$ cat src/rtl/rcr_pkg.sv
package rcr_pkg;

    localparam int DATA_W    = 64;
    localparam int NUM_SIZES = 4;
    localparam int AMT_W     = 7;

    typedef enum logic [1:0] {
        SZ_B = 2'd0,
        SZ_H = 2'd1,
        SZ_W = 2'd2,
        SZ_Q = 2'd3
    } opsize_e;

    // Subtract the ring length as often as it fits (masked counts stay below 64)
    function automatic logic [AMT_W-1:0] ring_reduce(input logic [AMT_W-1:0] m,
                                                     input int ring_len);
        logic [AMT_W-1:0] r;
        r = m;
        for (int k = 3; k >= 1; k--) begin
            if (int'(r) >= k * ring_len) r = r - AMT_W'(k * ring_len);
        end
        return r;
    endfunction

    // XOR of the two top bits of the value inside the selected width
    function automatic logic top_pair_xor(input logic [DATA_W-1:0] v,
                                          input logic [1:0] sz);
        logic x;
        unique case (sz)
            2'd0:    x = v[7]  ^ v[6];
            2'd1:    x = v[15] ^ v[14];
            2'd2:    x = v[31] ^ v[30];
            default: x = v[63] ^ v[62];
        endcase
        return x;
    endfunction

endpackage

$ cat src/rtl/rcr_count_norm.sv
module rcr_count_norm
    import rcr_pkg::*;
#(
    parameter int CNT_W = 8
) (
    input  opsize_e          size,
    input  logic [CNT_W-1:0] raw,
    output logic [AMT_W-1:0] amount,
    output logic             is_zero,
    output logic             is_one
);
    logic [AMT_W-1:0] masked;

    // Masking width depends on size
    always_comb begin
        unique case (size)
            SZ_Q:    masked = AMT_W'(raw[5:0]);
            default: masked = AMT_W'(raw[4:0]);
        endcase
    end

    // Narrow rings wrap within the masked range
    always_comb begin
        unique case (size)
            SZ_B:    amount = ring_reduce(masked, 9);
            SZ_H:    amount = ring_reduce(masked, 17);
            default: amount = masked;
        endcase
    end

    assign is_zero = (masked == '0);
    assign is_one  = (masked == AMT_W'(1));

endmodule

$ cat src/rtl/rcr_ring.sv
module rcr_ring
    import rcr_pkg::*;
(
    input  opsize_e           size,
    input  logic [DATA_W-1:0] operand,
    input  logic              cf_in,
    input  logic [AMT_W-1:0]  amount,
    output logic [DATA_W-1:0] rot_val,
    output logic              rot_cf
);
    logic [DATA_W-1:0] val_a [NUM_SIZES];
    logic              cf_a  [NUM_SIZES];

    for (genvar g = 0; g < NUM_SIZES; g++) begin : g_sz
        localparam int W = 8 << g;
        logic [W:0]       ring;
        logic [W:0]       spun;
        logic [AMT_W-1:0] back;

        assign ring = {cf_in, operand[W-1:0]};
        assign back = AMT_W'(W + 1) - amount;
        assign spun = (ring >> amount) | (ring << back);
        assign val_a[g] = DATA_W'(spun[W-1:0]);
        assign cf_a[g]  = spun[W];
    end

    always_comb begin
        unique case (size)
            SZ_B:    begin rot_val = val_a[0]; rot_cf = cf_a[0]; end
            SZ_H:    begin rot_val = val_a[1]; rot_cf = cf_a[1]; end
            SZ_W:    begin rot_val = val_a[2]; rot_cf = cf_a[2]; end
            default: begin rot_val = val_a[3]; rot_cf = cf_a[3]; end
        endcase
    end

endmodule

$ cat src/rtl/rcr_flags.sv
module rcr_flags
    import rcr_pkg::*;
(
    input  opsize_e           size,
    input  logic [DATA_W-1:0] rot_val,
    input  logic              rot_cf,
    input  logic              is_zero,
    input  logic              is_one,
    input  logic              cf_in,
    input  logic              of_in,
    output logic              cf_next,
    output logic              of_next,
    output logic              we_next
);
    always_comb begin
        we_next = !is_zero;
        cf_next = is_zero ? cf_in : rot_cf;
        of_next = is_one ? top_pair_xor(rot_val, size) : of_in;
    end

endmodule

$ cat src/rtl/rcr_unit.sv
module rcr_unit
    import rcr_pkg::*;
#(
    parameter int CNT_W = 8
) (
    input  logic              clk,
    input  logic              rst_n,
    input  logic              in_valid,
    input  logic [1:0]        op_size,
    input  logic [63:0]       operand,
    input  logic [CNT_W-1:0]  raw_count,
    input  logic              carry_in,
    input  logic              ovf_in,
    output logic              out_valid,
    output logic [63:0]       result,
    output logic              carry_out,
    output logic              ovf_out,
    output logic              flags_we
);
    opsize_e           size;
    logic [AMT_W-1:0]  amount;
    logic              is_zero, is_one;
    logic [DATA_W-1:0] rot_val;
    logic              rot_cf;
    logic              cf_next, of_next, we_next;

    assign size = opsize_e'(op_size);

    rcr_count_norm #(.CNT_W(CNT_W)) u_norm (
        .size    (size),
        .raw     (raw_count),
        .amount  (amount),
        .is_zero (is_zero),
        .is_one  (is_one)
    );

    rcr_ring u_ring (
        .size    (size),
        .operand (operand),
        .cf_in   (carry_in),
        .amount  (amount),
        .rot_val (rot_val),
        .rot_cf  (rot_cf)
    );

    rcr_flags u_flags (
        .size    (size),
        .rot_val (rot_val),
        .rot_cf  (rot_cf),
        .is_zero (is_zero),
        .is_one  (is_one),
        .cf_in   (carry_in),
        .of_in   (ovf_in),
        .cf_next (cf_next),
        .of_next (of_next),
        .we_next (we_next)
    );

    always_ff @(posedge clk) begin
        if (!rst_n) begin
            out_valid <= 1'b0;
            result    <= '0;
            carry_out <= 1'b0;
            ovf_out   <= 1'b0;
            flags_we  <= 1'b0;
        end else begin
            out_valid <= in_valid;
            if (in_valid) begin
                result    <= rot_val;
                carry_out <= cf_next;
                ovf_out   <= of_next;
                flags_we  <= we_next;
            end
        end
    end

    logic cnt_zero_in, cnt_one_in;
    assign cnt_zero_in = (op_size == 2'd3) ? (raw_count[5:0] == 6'd0) : (raw_count[4:0] == 5'd0);
    assign cnt_one_in  = (op_size == 2'd3) ? (raw_count[5:0] == 6'd1) : (raw_count[4:0] == 5'd1);


    valid_follow_chk: assert property (@(posedge clk) disable iff (!rst_n)
        in_valid |=> out_valid);

    valid_drop_chk: assert property (@(posedge clk) disable iff (!rst_n)
        !in_valid |=> !out_valid);

    zero_count_chk: assert property (@(posedge clk) disable iff (!rst_n)
        (in_valid && cnt_zero_in) |=>
            (!flags_we && carry_out == $past(carry_in) && ovf_out == $past(ovf_in)));

    nonzero_we_chk: assert property (@(posedge clk) disable iff (!rst_n)
        (in_valid && !cnt_zero_in) |=> flags_we);

    byte_upper_chk: assert property (@(posedge clk) disable iff (!rst_n)
        (in_valid && op_size == 2'd0) |=> (result[63:8] == 56'd0));

    byte_wrap_chk: assert property (@(posedge clk) disable iff (!rst_n)
        (in_valid && op_size == 2'd0 && raw_count[4:0] == 5'd9) |=>
            (flags_we && carry_out == $past(carry_in) && result[7:0] == $past(operand[7:0])));

    ovf_one_chk: assert property (@(posedge clk) disable iff (!rst_n)
        (in_valid && cnt_one_in) |=> (ovf_out == top_pair_xor(result, $past(op_size))));

    ovf_hold_chk: assert property (@(posedge clk) disable iff (!rst_n)
        (in_valid && !cnt_zero_in && !cnt_one_in) |=> (ovf_out == $past(ovf_in)));

endmodule

$ cat config.mk
export PLATFORM = sky130hd
export DESIGN_NAME = rcr_unit
export DESIGN_NICKNAME = d
export VERILOG_FILES = /design/src/rtl/rcr_pkg.sv /design/src/rtl/rcr_count_norm.sv /design/src/rtl/rcr_ring.sv /design/src/rtl/rcr_flags.sv /design/src/rtl/rcr_unit.sv
export SDC_FILE = /design/constraint.sdc
export NUM_CORES = 1
export LEC_CHECK = 0
export BUFFER_PORTS_ARGS = -buffer_cell sky130_fd_sc_hd__buf_4
export CAP_MARGIN = 0
export CORE_ASPECT_RATIO = 2
export CORE_MARGIN = 8
export CORE_UTILIZATION = 47
export CTS_CLUSTER_SIZE = 24
export DETAILED_ROUTE_END_ITERATION = 7
export PLACE_DENSITY = 0.67
export SLEW_MARGIN = 20
export SYNTH_ARGS = -nofsm -noshare
export SYNTH_HDL_FRONTEND = slang
export SYNTH_HIERARCHICAL = 1
export SYNTH_SLANG_ARGS = --single-unit
$ cat constraint.sdc
create_clock -name clk -period 14 [get_ports clk]
set_input_delay 2.8 -clock clk [delete_from_list [all_inputs] [get_ports clk]]
set_output_delay 2.8 -clock clk [all_outputs]
set_load 0.01 [all_outputs]
==> results.txt <==
----------------------------------------------------
[Worst setup path]
  Crit path top cell by count ... sky130_fd_sc_hd__buf_4
  Critical Path, Cell by Cell ... buf_4, and3_1, nand3_1, a211oi_1, o211a_4, a31oi_4, o21a_1, o32a_1, nand2_4, inv_1, buf_4, ha_2, buf_4, inv_1, buf_4, o21ai_1, mux2i_1, o21ai_0, o221ai_1, xnor2_1, mux4_2, a21oi_2, mux2i_1, nor2b_1
  Critical Path Start Type ... primary input
  WP data arrival ... 10.73 ns
  Cell family with most CP delay ... compound AO/OA/AOI/OAI gates
  Critical path class ... in2reg
  Max FO, Critical Path ... 48
  Crit. End Element ... flop
  CP Buf/Inv Count ... 6
  Required time of the worst setup path ... 14.23 ns
  Delay contributed by the slowest stage of the critical path ... 0.87 ns
  Critical-path top delay cell ... sky130_fd_sc_hd__o21ai_1

[Clock tree]
  Post-CTS setup-driven buffer insertion count ... 0
  Skew-Pair Late Insertion Delay ... 0.34 ns
  Total clock buffers created by CTS ... 9
  CTS tree ... built
  Clock root buffer ... sky130_fd_sc_hd__clkbuf_16
  Post-CTS sizing ... 0
  Count of hold-fix buffers inserted at cts ... 0
  Count of clock tree sinks ... 68
  H-tree depth reported by CTS ... 3
  Buffer depth of the longest clock path ... 2
  Worst-path clk slew ... 0.06 ns

[Power]
  Sw Ratio ... 0.551
  Clock power share ... 0.128
  Pleak ... 6.31 nW
  Part of the power in combinational logic ... 0.757
  Sequential group share of total power ... 0.114
  Net switching power figure ... 1.02 mW
  Cell internal power dissipation ... 0.830 mW
  Maximum resistive drop on vdd ... 0.0000732 V
  Total power divided by cell area ... 111 nW/um^2

[Cells and area]
  Commonest non-fill, non-tap cell in the layout ... sky130_fd_sc_hd__mux2i_1
  Growth of design area from synthesis to finish ... 9.13%
  Final net count ... 1881
  Fin cells ... 2235
  Leading cell types in the layout, fill and taps excluded ... 197 x sky130_fd_sc_hd__mux2i_1, 196 x sky130_fd_sc_hd__buf_4, 161 x sky130_fd_sc_hd__nand2_1
  Share of final-layout standard cells stronger than drive strength 1 ... 0.278

[Logic synthesis]
  Most used flip-flop cell after synthesis ... sky130_fd_sc_hd__dfxtp_1
  Post-synthesis register bit count ... 68
  EDFF count, synth ... 0
  Share of synthesized flip-flops with an asynchronous set or reset ... 0
  Synth Net Count ... 1868
  Cell area after synthesis ... 15200 um^2
  Yosys cell types ... 107
  Post-synthesis sequential area ratio ... 0.0893
  Number of warnings reported in the yosys synthesis log ... 6
  Synthesized instance count ... 1785
  Average cell area after synthesis ... 8.54 um^2

[Global routing]
  Total track usage ... 0.419
  Top Usage Layer GRT ... met2
  Number of global-route vias before repair ... 16400
  Pin count of the biggest net entering global routing ... 138
  Antenna violations before repair ... 12
  Global-route wire length before repair ... 118000 um
  GRT met1 Usage ... 0.453
  Routing usage on met2 ... 0.664
  Aggregate global routing overflow ... 0
  Global routing usage on met3 ... 0.116

[STA]
  Count of final max-slew check failures ... 0
  Fmax ... 95.2 MHz
  Fin Setup TNS ... 0 ns
  Setup repair after global routing missed its margin ... false
  Final setup vio count ... 0
  Worst slew margin relative to its limit ... 0.129
  Final count of hold timing violations ... 0
  Post-route clock skew ... 0 ns
  Post-layout worst setup margin ... 3.50 ns
  Transition at the pin with the smallest max-transition slack ... 1.27 ns
  Tmin final ... 10.50 ns
  Fin crit share ... 0.750

[Floorplanning]
  Total number of placement rows ... 93
  DIE AREA ... 38800 um^2
  Starting utilization of the core area ... 0.475
  Number of top-level pins ... 147
  Horiz. Die Dim ... 143 um
  Area inside the core boundary ... 32100 um^2
  Height of the chip ... 271 um

[Placement]
  Half-perimeter wire length after detailed placement ... 61700 um
  Final estimated routing congestion in global placement ... 1.13
  Placed Cells ... 2214
  Post-place setup slack ... 3.51 ns
  Count of port buffers added during placement ... 144

[Drt]
  Number of antenna-violating nets in the routed design ... 0
  DRC violations left ... 0
  Average wire length per cell after detail routing ... 37.1 um
  Length of the first detailed-routing pass in iterations ... 6
  Count of routing violations after the opening detailed-route iteration ... 2777
  Routed Wire Length ... 82900 um
  Total number of vias ... 17300
  Detailed-route vias per instance ... 7.72

[Job]
  Maximum capacitance violations ... 0

[Min path]
  Type of the most critical hold path ... reg2reg

[Status]
  Result of the run ... finished clean

----------------------------------------------------
cells in the mapped netlist, drive strengths merged, types with 24 or more instances:
cell	n	area (um^2)
mux2i	198	1990
o22ai	30	188
o211ai	31	262
nand2	163	614
a211oi	31	238
nor3	34	170
buf	112	767
clkbuf	83	313
a31oi	24	171
nand3	34	180
o21ai	90	454
nor2	148	566
nor2b	75	469
dfxtp	68	1360
a21oi	85	429
mux2	96	1080
mux4	140	3180
cells by family after synthesis:
logic type | Yosys count | share of synthesized area
AOI/OAI and AO/OA | 501 | 0.238
xor gates and xnor gates | 15 | 0.00862
adders and majority gates | 4 | 0.00328
buffers and inverters | 214 | 0.0755
DFF | 68 | 0.0893
muxes | 434 | 0.409
other | 1 | 0.000246
and+or+nand+nor | 548 | 0.176
path summary, 6_finish.rpt:
| path | start | slack [ns] | end | cells past startpoint |
|---|---|---|---|---|
| min reg2reg | result[39]$_SDFFE_PN0P_ | 0.52 | result[39]$_SDFFE_PN0P_ | 2 |
| min | result[39]$_SDFFE_PN0P_ | 0.52 | result[39]$_SDFFE_PN0P_ | 2 |
| max reg2reg | result[17]$_SDFFE_PN0P_ | 13.34 | result[17]$_SDFFE_PN0P_ | 2 |
| max | op_size[1] | 3.50 | ovf_out$_SDFFE_PN0P_ | 24 |
through the flow:
stage               cell area (um^2)  hold WS [ns]  utilization  power (mW)
floorplan                      15200         0.538            -        1.07
global placement               16300         0.498        0.508        1.51
detailed placement             16300         0.504        0.508        1.52
CTS                            16600         0.520        0.518        1.76
global route                   16600         0.538        0.518        1.89
finish                         16600         0.516        0.518        1.85
tightest hold or removal path: stages (launching register included):
cell,delay [ns]
sky130_fd_sc_hd__dfxtp_1,0.33
sky130_fd_sc_hd__mux2i_1,0.06
sky130_fd_sc_hd__nor2b_1,0.09
sequential cells by signal, summed over array words and instances (netlist names):
name	cells
carry_out	1
ovf_out	1
result	64
out_valid	1
flags_we	1
power groups by stage:
stage          Clock, mW  Combinational [mW]  Sequential (mW)
3_5_place_dp           0                1.30            0.215
5_1_grt            0.250                1.43            0.213
2_1_floorplan          0               0.848            0.220
4_1_cts            0.243                1.31            0.211
6_report           0.238                1.40            0.211
3_3_place_gp           0                1.30            0.215
cell type report:
| cell class | instances | area [um^2] |
|---|---|---|
| fillers | 3141 | 15500 |
| multi-input cells | 1503 | 12900 |
| repair buffers | 197 | 1490 |
| flip-flops and latches | 68 | 1360 |
| well taps | 427 | 534 |
| clock buffers | 9 | 225 |
| clock inverters | 7 | 82.6 |
| inverters | 19 | 72.6 |
| diodes | 5 | 12.5 |
layer usage:
layer  vias to the layer above  wire length (um)
li1                       6993                 -
met1                      8309             27200
met2                      1497             38100
met3                       450              9010
met4                         8              8440
met5                         -                57
No activity file was read; power rests on OpenSTA's default activity.
